### config.mk
export PLATFORM = sky130hd
export DESIGN_NAME = hw_brkpt_unit
export DESIGN_NICKNAME = d
export VERILOG_FILES = /design/src/rtl/brkpt_pkg.sv /design/src/rtl/brkpt_datapath.sv /design/src/rtl/brkpt_control.sv /design/src/rtl/hw_brkpt_unit.sv
export SDC_FILE = /design/constraint.sdc
export NUM_CORES = 1
export LEC_CHECK = 0
export CAP_MARGIN = 10
export CELL_PAD_IN_SITES_DETAIL_PLACEMENT = 2
export CELL_PAD_IN_SITES_GLOBAL_PLACEMENT = 2
export CORE_MARGIN = 2
export CORE_UTILIZATION = 35
export DETAILED_ROUTE_END_ITERATION = 8
export DONT_BUFFER_PORTS = 1
export PLACE_DENSITY = 0.75
export RECOVER_POWER = 100
export SYNTH_ARGS = -nofsm -noshare
export SYNTH_HDL_FRONTEND = slang
export SYNTH_SLANG_ARGS = --single-unit
### constraint.sdc
create_clock -name clk -period 2.3 [get_ports clk]
set_clock_uncertainty 0.05 [all_clocks]
set_input_delay 0.575 -clock clk [delete_from_list [all_inputs] [get_ports clk]]
set_output_delay 0.575 -clock clk [all_outputs]
set_load 0.05 [all_outputs]
### src/rtl/brkpt_pkg.sv
package brkpt_pkg;
  // Strobes from control to datapath
  typedef struct packed {
    logic cmpHold;     // a break is pending or requested: ignore matches
    logic captureIdx;  // a new break starts this cycle: record the index
  } ctlStrobe_t;
endpackage

### src/rtl/brkpt_datapath.sv
module brkpt_datapath
  import brkpt_pkg::*;
#(
  parameter int NUM_BP = 4,
  parameter int ADDR_W = 24,
  parameter int BASE_W = 8,
  parameter int REG_AW = 4,
  localparam int BYTES = ADDR_W / 8,
  localparam int OFS_W = ADDR_W - BASE_W,
  localparam int IDX_W = (NUM_BP > 1) ? $clog2(NUM_BP) : 1,
  localparam int CTRL_ADDR = NUM_BP * BYTES
) (
  input  logic              clk,
  input  logic              rst_n,
  input  logic              addrValid,
  input  logic [ADDR_W-1:0] busAddr,
  input  logic [BASE_W-1:0] memBase,
  input  logic              linearMode,
  input  logic              regWrEn,
  input  logic [REG_AW-1:0] regWrAddr,
  input  logic [7:0]        regWrData,
  input  ctlStrobe_t        strobe,
  output logic              anyHit,
  output logic [IDX_W-1:0]  matchIdx
);
  logic [NUM_BP-1:0] enableReg;
  logic [NUM_BP-1:0] hitVec;
  logic [ADDR_W-1:0] cmpAddr;
  logic [IDX_W-1:0]  lowIdx;

  // The compared address depends on the mode
  assign cmpAddr = linearMode ? busAddr : {memBase, busAddr[OFS_W-1:0]};

  // Enable register: cleared at reset so the unreset address bytes are harmless
  always_ff @(posedge clk or negedge rst_n) begin
    if (!rst_n) enableReg <= '0;
    else if (regWrEn && regWrAddr == REG_AW'(CTRL_ADDR))
      enableReg <= regWrData[NUM_BP-1:0];
  end

  for (genvar k = 0; k < NUM_BP; k++) begin : gSet
    logic [ADDR_W-1:0] setAddr;
    // Byte-wise write-only storage, no reset
    always_ff @(posedge clk) begin
      for (int b = 0; b < BYTES; b++) begin
        if (regWrEn && regWrAddr == REG_AW'(k * BYTES + b))
          setAddr[8*b +: 8] <= regWrData;
      end
    end
    assign hitVec[k] = addrValid && enableReg[k] && !strobe.cmpHold &&
                       (setAddr == cmpAddr);
  end

  assign anyHit = |hitVec;

  // The lowest matching index wins
  always_comb begin
    lowIdx = '0;
    for (int i = NUM_BP - 1; i >= 0; i--) begin
      if (hitVec[i]) lowIdx = IDX_W'(i);
    end
  end

  always_ff @(posedge clk or negedge rst_n) begin
    if (!rst_n) matchIdx <= '0;
    else if (strobe.captureIdx) matchIdx <= lowIdx;
  end

  AST_IDX_KEPT: assert property (@(posedge clk) disable iff (!rst_n)
    !strobe.captureIdx |=> $stable(matchIdx));
  AST_NO_HIT_WHEN_INVALID: assert property (@(posedge clk) disable iff (!rst_n)
    !addrValid |-> !anyHit);
endmodule

### src/rtl/brkpt_control.sv
module brkpt_control
  import brkpt_pkg::*;
(
  input  logic       clk,
  input  logic       rst_n,
  input  logic       anyHit,
  input  logic       firstFetch,
  input  logic       instrEnd,
  input  logic       debugAck,
  output ctlStrobe_t strobe,
  output logic       breakReq
);
  logic pending;
  logic busy;

  assign busy = breakReq || pending;
  assign strobe.cmpHold = busy;
  assign strobe.captureIdx = anyHit && !busy;

  always_ff @(posedge clk or negedge rst_n) begin
    if (!rst_n) begin
      breakReq <= 1'b0;
      pending  <= 1'b0;
    end else if (breakReq) begin
      if (debugAck) breakReq <= 1'b0;
    end else if (pending) begin
      if (instrEnd) begin
        breakReq <= 1'b1;
        pending  <= 1'b0;
      end
    end else if (anyHit) begin
      if (firstFetch || instrEnd) breakReq <= 1'b1;
      else pending <= 1'b1;
    end
  end

  AST_IMMEDIATE_BREAK: assert property (@(posedge clk) disable iff (!rst_n)
    (!busy && anyHit && firstFetch) |=> breakReq);
  AST_DEFERRED_WAIT: assert property (@(posedge clk) disable iff (!rst_n)
    (!busy && anyHit && !firstFetch && !instrEnd) |=> !breakReq);
  AST_REQ_HELD: assert property (@(posedge clk) disable iff (!rst_n)
    (breakReq && !debugAck) |=> breakReq);
  AST_ACK_DROPS: assert property (@(posedge clk) disable iff (!rst_n)
    (breakReq && debugAck) |=> !breakReq);
  AST_NOT_BOTH: assert property (@(posedge clk) disable iff (!rst_n)
    !(pending && breakReq));
endmodule

### src/rtl/hw_brkpt_unit.sv
module hw_brkpt_unit
  import brkpt_pkg::*;
#(
  parameter int NUM_BP = 4,
  parameter int ADDR_W = 24,
  parameter int BASE_W = 8,
  parameter int REG_AW = 4,
  localparam int IDX_W = (NUM_BP > 1) ? $clog2(NUM_BP) : 1
) (
  input  logic              clk,
  input  logic              rst_n,
  input  logic              addrValid,
  input  logic [ADDR_W-1:0] busAddr,
  input  logic [BASE_W-1:0] memBase,
  input  logic              linearMode,
  input  logic              firstFetch,
  input  logic              instrEnd,
  input  logic              regWrEn,
  input  logic [REG_AW-1:0] regWrAddr,
  input  logic [7:0]        regWrData,
  input  logic              debugAck,
  output logic              breakReq,
  output logic [IDX_W-1:0]  matchIdx
);
  ctlStrobe_t strobe;
  logic       anyHit;

  brkpt_datapath #(
    .NUM_BP(NUM_BP), .ADDR_W(ADDR_W), .BASE_W(BASE_W), .REG_AW(REG_AW)
  ) uDatapath (
    .clk(clk), .rst_n(rst_n), .addrValid(addrValid), .busAddr(busAddr),
    .memBase(memBase), .linearMode(linearMode), .regWrEn(regWrEn),
    .regWrAddr(regWrAddr), .regWrData(regWrData), .strobe(strobe),
    .anyHit(anyHit), .matchIdx(matchIdx)
  );

  brkpt_control uControl (
    .clk(clk), .rst_n(rst_n), .anyHit(anyHit), .firstFetch(firstFetch),
    .instrEnd(instrEnd), .debugAck(debugAck), .strobe(strobe),
    .breakReq(breakReq)
  );
endmodule

==> Word-level counts from Yosys, hierarchy flattened <==
Cells that the tools add are included.
{ "totals": {"ff_bits": 104, "in_bits": 52, "out_inout_bits": 3, "wordCells": 78} }
{ "classes": {"n_eq_ne": 16, "muxes": 15, "n_reduce_logical": 31} }
{ "op_table": {"columns": ["operator", "count"], "rows": [
  ["== test 24 bit", 4],
  ["logical AND 1 bit", 26],
  ["2-to-1 mux 24 bit", 1],
  ["== test 4 bit, second input constant", 5],
  ["== test 4 x 3 -> 1 bit, second input constant", 4],
  ["2-to-1 mux 1 bit", 10],
  ["== test 4 x 2 -> 1 bit, second input constant", 2],
  ["2-to-1 mux 2 bit", 4],
  ["== test 4 x 1 -> 1 bit, second input constant", 1],
  ["zero test 4 bit", 1],
  ["OR reduction 4 bit", 1],
  ["logical OR 1 bit", 2],
  ["zero test 1 bit", 1]
]} }

==> Logic depth before layout (Yosys ltp) <==
Gate-level depths: netlist (run 1).
{ "logic_depth": {"ltp_word": 8, "depth_mapped": 7, "ltp_nobuf": 6} }

==> Hierarchy <==
A second synthesis (run 1) with hierarchy kept.
{ "unflattened": {"cells_unflattened": 298, "area_unflattened_um2": 4601.9} }
{ "modules_own_cells": {"columns": ["mod", "instances", "cells_each", "area_each_um2", "seq_area_each_um2"], "rows": [
  ["brkpt_datapath", 1, 285, 4495.6, 3032.9],
  ["brkpt_control", 1, 13, 106.4, 50.0]
]} }

==> Worst setup path after synthesis (run 1) <==
No wires, ideal clock.
{ "synth_timing": {"path_kind": "input -> register", "from": "input port linearMode", "to": "register uControl.breakReq", "setup_ps": 155, "arrival_time_ps": 2030, "required_time_ps": 2095, "path_slack_ps": 65, "cell_stages": 7, "n_path_buf": 1, "path_cell_list": "buf_6 -> mux2i_4 -> xnor2_1 -> nor3_1 -> and4_1 -> a2111oi_1 -> a221oi_1"} }
{ "synth_via": {"elab_chain_len": 7, "elab_cells_between_ends": 13, "classes_between": "eq/ne: 4; mux: 4; reduce/logical: 5"} }
{ "synth_lines": {"columns": ["item", "line", "text"], "rows": [
  ["start: declaration", "hw_brkpt_unit.sv:15", "input logic linearMode,"],
  ["2-to-1 mux 24 bit (*)", "brkpt_datapath.sv:32", "assign cmpAddr = linearMode ? busAddr : {memBase, busAddr[OFS_W-1:0]};"],
  ["== test 24 bit", "brkpt_datapath.sv:51", "(setAddr == cmpAddr);"],
  ["logical AND 1 bit", "brkpt_datapath.sv:50", "assign hitVec[k] = addrValid && enableReg[k] && !strobe.cmpHold &&"],
  ["OR reduction 4 bit (*)", "brkpt_datapath.sv:54", "assign anyHit = |hitVec;"],
  ["2-to-1 mux 1 bit (*)", "brkpt_control.sv:31", "end else if (anyHit) begin"],
  ["2-to-1 mux 1 bit (*)", "brkpt_control.sv:26", "end else if (pending) begin"],
  ["2-to-1 mux 1 bit (*)", "brkpt_control.sv:24", "end else if (breakReq) begin"],
  ["end signal: assignment", "brkpt_control.sv:25", "if (debugAck) breakReq <= 1'b0;"],
  ["end signal: assignment", "brkpt_control.sv:28", "breakReq <= 1'b1;"],
  ["end signal: assignment", "brkpt_control.sv:32", "if (firstFetch || instrEnd) breakReq <= 1'b1;"],
  ["end: declaration", "brkpt_control.sv:11", "output logic breakReq"]
]} }
Every way passes the cells marked *; elsewhere a longest branch is shown, timed or not.
A chain may end at the register's enable or synchronous reset.

==> Final worst setup path (run 1) <==
{ "layout_timing": {"from": "register uDatapath.gSet[1].setAddr[1]", "to": "register uControl.pending"} }
{ "layout_via": {"elab_chain_len": 5} }
{ "layout_lines": {"columns": ["item", "line", "text"], "rows": [
  ["start: declaration", "brkpt_datapath.sv:42", "logic [ADDR_W-1:0] setAddr;"],
  ["start signal: indexed assignment", "brkpt_datapath.sv:47", "setAddr[8*b +: 8] <= regWrData;"],
  ["== test 24 bit", "brkpt_datapath.sv:51", null],
  ["logical AND 1 bit", "brkpt_datapath.sv:50", null],
  ["OR reduction 4 bit", "brkpt_datapath.sv:54", null],
  ["2-to-1 mux 1 bit", "brkpt_control.sv:31", null],
  ["2-to-1 mux 1 bit", "brkpt_control.sv:26", null],
  ["end signal: assignment", "brkpt_control.sv:23", "pending <= 1'b0;"],
  ["end signal: assignment", "brkpt_control.sv:29", "pending <= 1'b0;"],
  ["end signal: assignment", "brkpt_control.sv:33", "else pending <= 1'b1;"],
  ["end: declaration", "brkpt_control.sv:13", "logic pending;"]
]} }
No other way between the ends.

==> results of run 1 <==
==> logic make-up (layout without fill, tap and decap cells) <==
family,count (synthesis),count (layout),share of synthesized area
simple gates,64,64,0.07993
flops,104,104,0.6631
buf+inv,14,39,0.01480
compound gates,8,8,0.01292
mux,12,12,0.04844
xor+xnor,96,96,0.1808
==> critical path, delay by kind of cell, from the launching register on <==
family	cells	cell delay [ns]
xor gates and xnor gates	1	0.24
DFF	1	0.38
and+or+nand+nor	3	0.92
AOI/OAI and AO/OA	2	0.44
==> sequential cells by signal, summed over array words and instances (netlist names) <==
register / cells
uControl.breakReq: 1
uDatapath.enableReg: 4
uDatapath.matchIdx: 2
uDatapath.gSet.setAddr: 96
uControl.pending: 1
==> per-layer routing <==
layer  global-route usage  vias to the layer above  share of wire
li1                     -                     1128              -
met1               0.2278                     1328           0.43
met2               0.3118                       46           0.51
met3              0.04885                       12          0.040
met4              0.06845                        0          0.022
met5                    0                        -              0
==> final cells by class <==
class,count,area [um^2]
Clock buffer,9,225.2
Clock inverter,7,67.56
Fill cell,1291,7835
Inverter,2,7.507
Multi-Input combinational cell,180,1530
Sequential cell,104,3084
Tap cell,176,220.2
Timing Repair Buffer,21,115.1
==> cells in the mapped netlist <==
| cell | n |
|---|---|
| or4_1 | 1 |
| clkbuf_1 | 9 |
| nor4_1 | 5 |
| edfxtp_1 | 96 |
| o21bai_1 | 1 |
| a21oi_1 | 1 |
| a2111oi_1 | 1 |
| inv_1 | 2 |
| nor3_1 | 8 |
| a211oi_1 | 1 |
| dfrtp_1 | 8 |
| nand2b_1 | 2 |
| o41ai_1 | 1 |
| or3b_2 | 1 |
| mux2i_4 | 8 |
| nor4_2 | 2 |
| o21ai_0 | 1 |
| xor2_1 | 17 |
| nor2_1 | 13 |
| nand4_1 | 16 |
| a21o_1 | 1 |
| mux2_2 | 4 |
| and4_1 | 2 |
| nand3_1 | 4 |
| a221oi_1 | 1 |
| nor4b_2 | 1 |
| nand2_1 | 6 |
| nor3b_1 | 1 |
| buf_6 | 2 |
| xnor2_1 | 79 |
| buf_2 | 1 |
| nand3b_1 | 2 |
==> what timing repair did <==
item | 4_1_cts | 5_1_grt
pin swaps | 0 | 1
buffers inserted | 0 | 2
setup endpoints to repair | 2 | 2
hold buffers | 1 | 0
resized for setup | 2 | 3
endpoints found under the hold margin | 8 | 0
==> through the flow <==
step	instances	cell area, um^2	hold WS (ns)
final	499	5250	0.2654
after global routing	499	5250	0.2482
after CTS	497	5261	0.2514
after detailed placement	480	4943	0.2297
after global placement	480	4943	0.2297
after floorplan	298	4649	0.2294
==> power groups by stage <==
stage               logic, mW  registers [mW]  clock network (mW)
floorplan               0.213            2.18                   0
global placement        0.238            2.18                   0
detailed placement      0.248            2.19                   0
CTS                     0.261            2.15                1.58
global route            0.279            2.15                1.65
finish                  0.257            2.15                1.55
==> final timing paths <==
kind | endpoint | slack, ns
setup / recovery | uControl.pending$_DFFE_PN0N_ | 0.16
hold reg to reg | uDatapath.enableReg[3]$_DFFE_PN0P_ | 0.49
min in group asynchronous | uDatapath.enableReg[0]$_DFFE_PN0P_ | 0.53
hold / removal | uDatapath.gSet[3].setAddr[4]$_DFFE_PP_ | 0.27
setup reg to reg | uControl.pending$_DFFE_PN0N_ | 0.16
max in group asynchronous | uControl.breakReq$_DFF_PN0_ | 1.38
==> reports/results.ini, run 1 <==
[critical_path]
crit_chain = xnor2_1 > nand4_1 > nor4_4 > nor4b_4 > a2111oi_1 > o41ai_1
worstReg2RegStart = uDatapath.gSet[1].setAddr[1]$_DFFE_PP_
worstSetupEndpointType = flop
cp-startpoint = uDatapath.gSet[1].setAddr[1]$_DFFE_PP_
worst_path_largest_cell_delay_ns = 0.38
critPathRequiredTime_ns = 2.49
cp.arrival_ns = 2.33
worstSetupPathType = reg2reg
cp-start-kind = flop
reg2regPathDepth = 6
crit_fanout = 3
crit_slowest_cell = edfxtp_1

[run]
drv_cap = 0

[sta]
min_period_ns = 2.140
slew-limit-headroom = 0.4925
finalSetupViolCount = 0
fmax_mhz = 467.3
drv_slew = 0
layout_setup_ws_ns = 0.1602
tns_ns = 0
worst_slew_pin_slew_ns = 0.7613
period_share = 0.9303
hold_viol_final = 0

[clock_network]
clkSinkCount = 104
cts_tree = built
clock_latency_ns = 0.35
cts_made_buffers = 9
root_buffer = clkbuf_16
htree_levels = 3
clk_path_buf_depth = 2
path_clk_slew_ns = 0.07

[logic_synthesis]
synth_warnings = 0
ys_seq_elements = 104
netlist_area_um2 = 4649
synth_top_cell_by_area = edfxtp_1
syn_nets = 350
avgSynthCellArea_um2 = 15.60
synth_cell_type_count = 32
seq_area_frac_synth = 0.6631
synth_top_area_frac = 0.6200
synth.area.top_cells = edfxtp_1, xnor2_1, dfrtp_1
postSynthCellCount = 298

[finish]
area_growth_pct = 12.92
diodes = 0
layout_common_cells = edfxtp_1, xnor2_1, xor2_1
layout.nets = 370
final_util = 0.4012
layout_commonest_cell = edfxtp_1
drive_above_1_share = 0.1300

[hold_path]
hp-start = regWrData[4]
hold_path.class = in2reg
min_path_cells = 0

[floorplanning]
num_rows = 42
initial_utilization = 0.3553
die_h_um = 119.3
die_w_um = 119.3
io_pins = 55
coreArea_um2 = 13090
die-area_um2 = 14220

[pwr]
leakage_nw = 1.606
p_seq_frac = 0.543
p_comb_frac = 0.065
p_switching_mw = 0.8585
power_switching_share = 0.2173
power_mw = 3.951
vdd_drop_max_mv = 0.4092
internal-power_mw = 3.092
pwr-share-clk = 0.391
power_per_cell_area_nw_per_um2 = 752.5

[drt]
initialDrtViolationCount = 106
routed_wl_mm = 12.41
postRouteAntennaNets = 0
wire_per_inst_um = 24.88
drt_first_pass_iters = 4
viasPerCell = 5.038
vias = 2514
drc = 0

[placement]
gp_congestion = 0.7827
hpwl_mm = 8.798
numPortBuffers = 0
pre_cts_ws_ns = -0.2067

[grt]
grt_overflow = 0
grt_max_degree = 18
grt_usage = 0.1848
grt_pass1_vias = 2908
grt_antenna_before_repair = 0
grt_first_pass_wirelength_mm = 18.55

[run_status]
status = finished clean

Note: power is estimated with default switching activity, not from simulation.
==> run 2: changes to the inputs <==
--- a/config.mk
+++ b/config.mk
@@ -14,6 +14,7 @@
 export DONT_BUFFER_PORTS = 1
 export PLACE_DENSITY = 0.75
 export RECOVER_POWER = 100
+export REMOVE_ABC_BUFFERS = 1
 export SYNTH_ARGS = -nofsm -noshare
 export SYNTH_HDL_FRONTEND = slang
 export SYNTH_SLANG_ARGS = --single-unit
==> reports/results.ini, run 2 (synthesized netlist as in run 1, its figures left out) <==
[floorplanning]
die_w_um = 119.3
num_rows = 42
coreArea_um2 = 13090
io_pins = 55
initial_utilization = 0.3553
die_h_um = 119.3
die-area_um2 = 14220

[sta]
fin_hold_ws_ns = 0.2575
period_share = 0.9805
fmax_mhz = 443.4
layout_setup_ws_ns = 0.04478
drv_slew = 0
hold_viol_final = 0
finalSetupViolCount = 0
slew-limit-headroom = 0.5172
tns_ns = 0
min_period_ns = 2.255
worst_slew_pin_slew_ns = 0.7242
grt_setup_unrepaired = true

[clock_network]
htree_levels = 3
cts_tree = built
root_buffer = clkbuf_16
clkSinkCount = 104
cts_made_buffers = 9
clk_path_buf_depth = 2
clock_latency_ns = 0.35
path_clk_slew_ns = 0.07

[grt]
grt_overflow = 0
grt_antenna_before_repair = 0
grt_first_pass_wirelength_mm = 18.39
grt_usage = 0.1833
grt_pass1_vias = 2763
grt_max_degree = 18

[pwr]
vdd_drop_max_mv = 0.3502
p_switching_mw = 0.8400
power_switching_share = 0.2195
power_per_cell_area_nw_per_um2 = 730.9
power_mw = 3.827
leakage_nw = 1.593
p_comb_frac = 0.068
internal-power_mw = 2.987
p_seq_frac = 0.561
pwr-share-clk = 0.371

[drt]
postRouteAntennaNets = 0
wire_per_inst_um = 25.17
drc = 0
viasPerCell = 4.982
vias = 2486
drt_first_pass_iters = 4
routed_wl_mm = 12.56
initialDrtViolationCount = 183

[finish]
area_growth_pct = 12.62
finalInstanceArea_um2 = 5236
regMostFlops = uDatapath.gSet.setAddr
reg.largest.list = uDatapath.gSet.setAddr: 96 flops, uDatapath.enableReg: 4 flops, uDatapath.matchIdx: 2 flops
largest_reg_flops = 96
layout_commonest_cell = edfxtp_1
fin_cells = 499
final_util = 0.4002
layout.nets = 370
diodes = 0
drive_above_1_share = 0.1362
layout_common_cells = edfxtp_1, xnor2_1, xor2_1

[critical_path]
critPathRequiredTime_ns = 2.49
cp.arrival_ns = 2.44
reg2regPathDepth = 7
cp-startpoint = uDatapath.gSet[1].setAddr[5]$_DFFE_PP_
crit_fanout = 2
endpoint = uControl.pending$_DFFE_PN0N_
rrSetupSlack_ns = 0.04
r2r_end = uControl.pending$_DFFE_PN0N_
cp-start-kind = flop
worstSetupPathType = reg2reg
worstSetupEndpointType = flop
worstReg2RegStart = uDatapath.gSet[1].setAddr[5]$_DFFE_PP_

[placement]
pre_cts_ws_ns = -0.09055
gp_congestion = 0.8053
hpwl_mm = 9.125
place_inst = 481
numPortBuffers = 0
dpl_cell_area_um2 = 4951

[hold_path]
hold_path.class = in2reg

[run]
drv_cap = 0

[run_status]
status = finished clean

==> run 2: area by class of cell <==
type                            instances  area [um^2]
Clock buffer                           11        232.7
Multi-Input combinational cell        180         1545
Timing Repair Buffer                   21        111.4
Inverter                                2        7.507
Tap cell                              176        220.2
Clock inverter                          5        35.03
Sequential cell                       104         3084
Fill cell                            1255         7849
==> run 2: timing repair <==
action                     4_1_cts  5_1_grt
hold endpoints to repair         8        0
resized for setup                0        8
buffers inserted                 0        1
hold buffers                     1        0
setup endpoints to repair        0        2
==> run 2: power groups by stage <==
stage                     Clock, mW  Combinational, mW  Sequential, mW
after detailed placement          0              0.250            2.19
after global routing           1.50              0.282            2.15
after floorplan                   0              0.187            2.18
final                          1.42              0.260            2.15
after global placement            0              0.239            2.18
after CTS                      1.45              0.263            2.14
==> run 2: routing by layer <==
layer  vias up  track usage  share of wire
met3        13      0.04933          0.075
met1      1275       0.2356           0.41
li1       1123            -              -
met2        75       0.3021           0.50
met4         0      0.05804          0.014
met5         -            0              0
==> run 2: worst min-delay path by stage <==
stage                 startpoint                                endpoint  slack, ns  cells past startpoint
floorplan                  rst_n             uControl.breakReq$_DFF_PN0_       0.23                      0
global placement           rst_n             uControl.breakReq$_DFF_PN0_       0.23                      0
detailed placement         rst_n             uControl.breakReq$_DFF_PN0_       0.23                      0
CTS                 regWrData[1]  uDatapath.gSet[2].setAddr[9]$_DFFE_PP_       0.26                      0
global route          firstFetch            uControl.pending$_DFFE_PN0N_       0.26                      1
finish                firstFetch            uControl.pending$_DFFE_PN0N_       0.26                      1
==> run 2: worst max-delay path, stage by stage (launching register included) <==
cell and delay (ns):
edfxtp_1 0.42, xnor2_2 0.23, nand4_1 0.13, nor4_1 0.32, buf_4 0.18, nor4b_2 0.32
a2111oi_2 0.16, o41ai_2 0.35
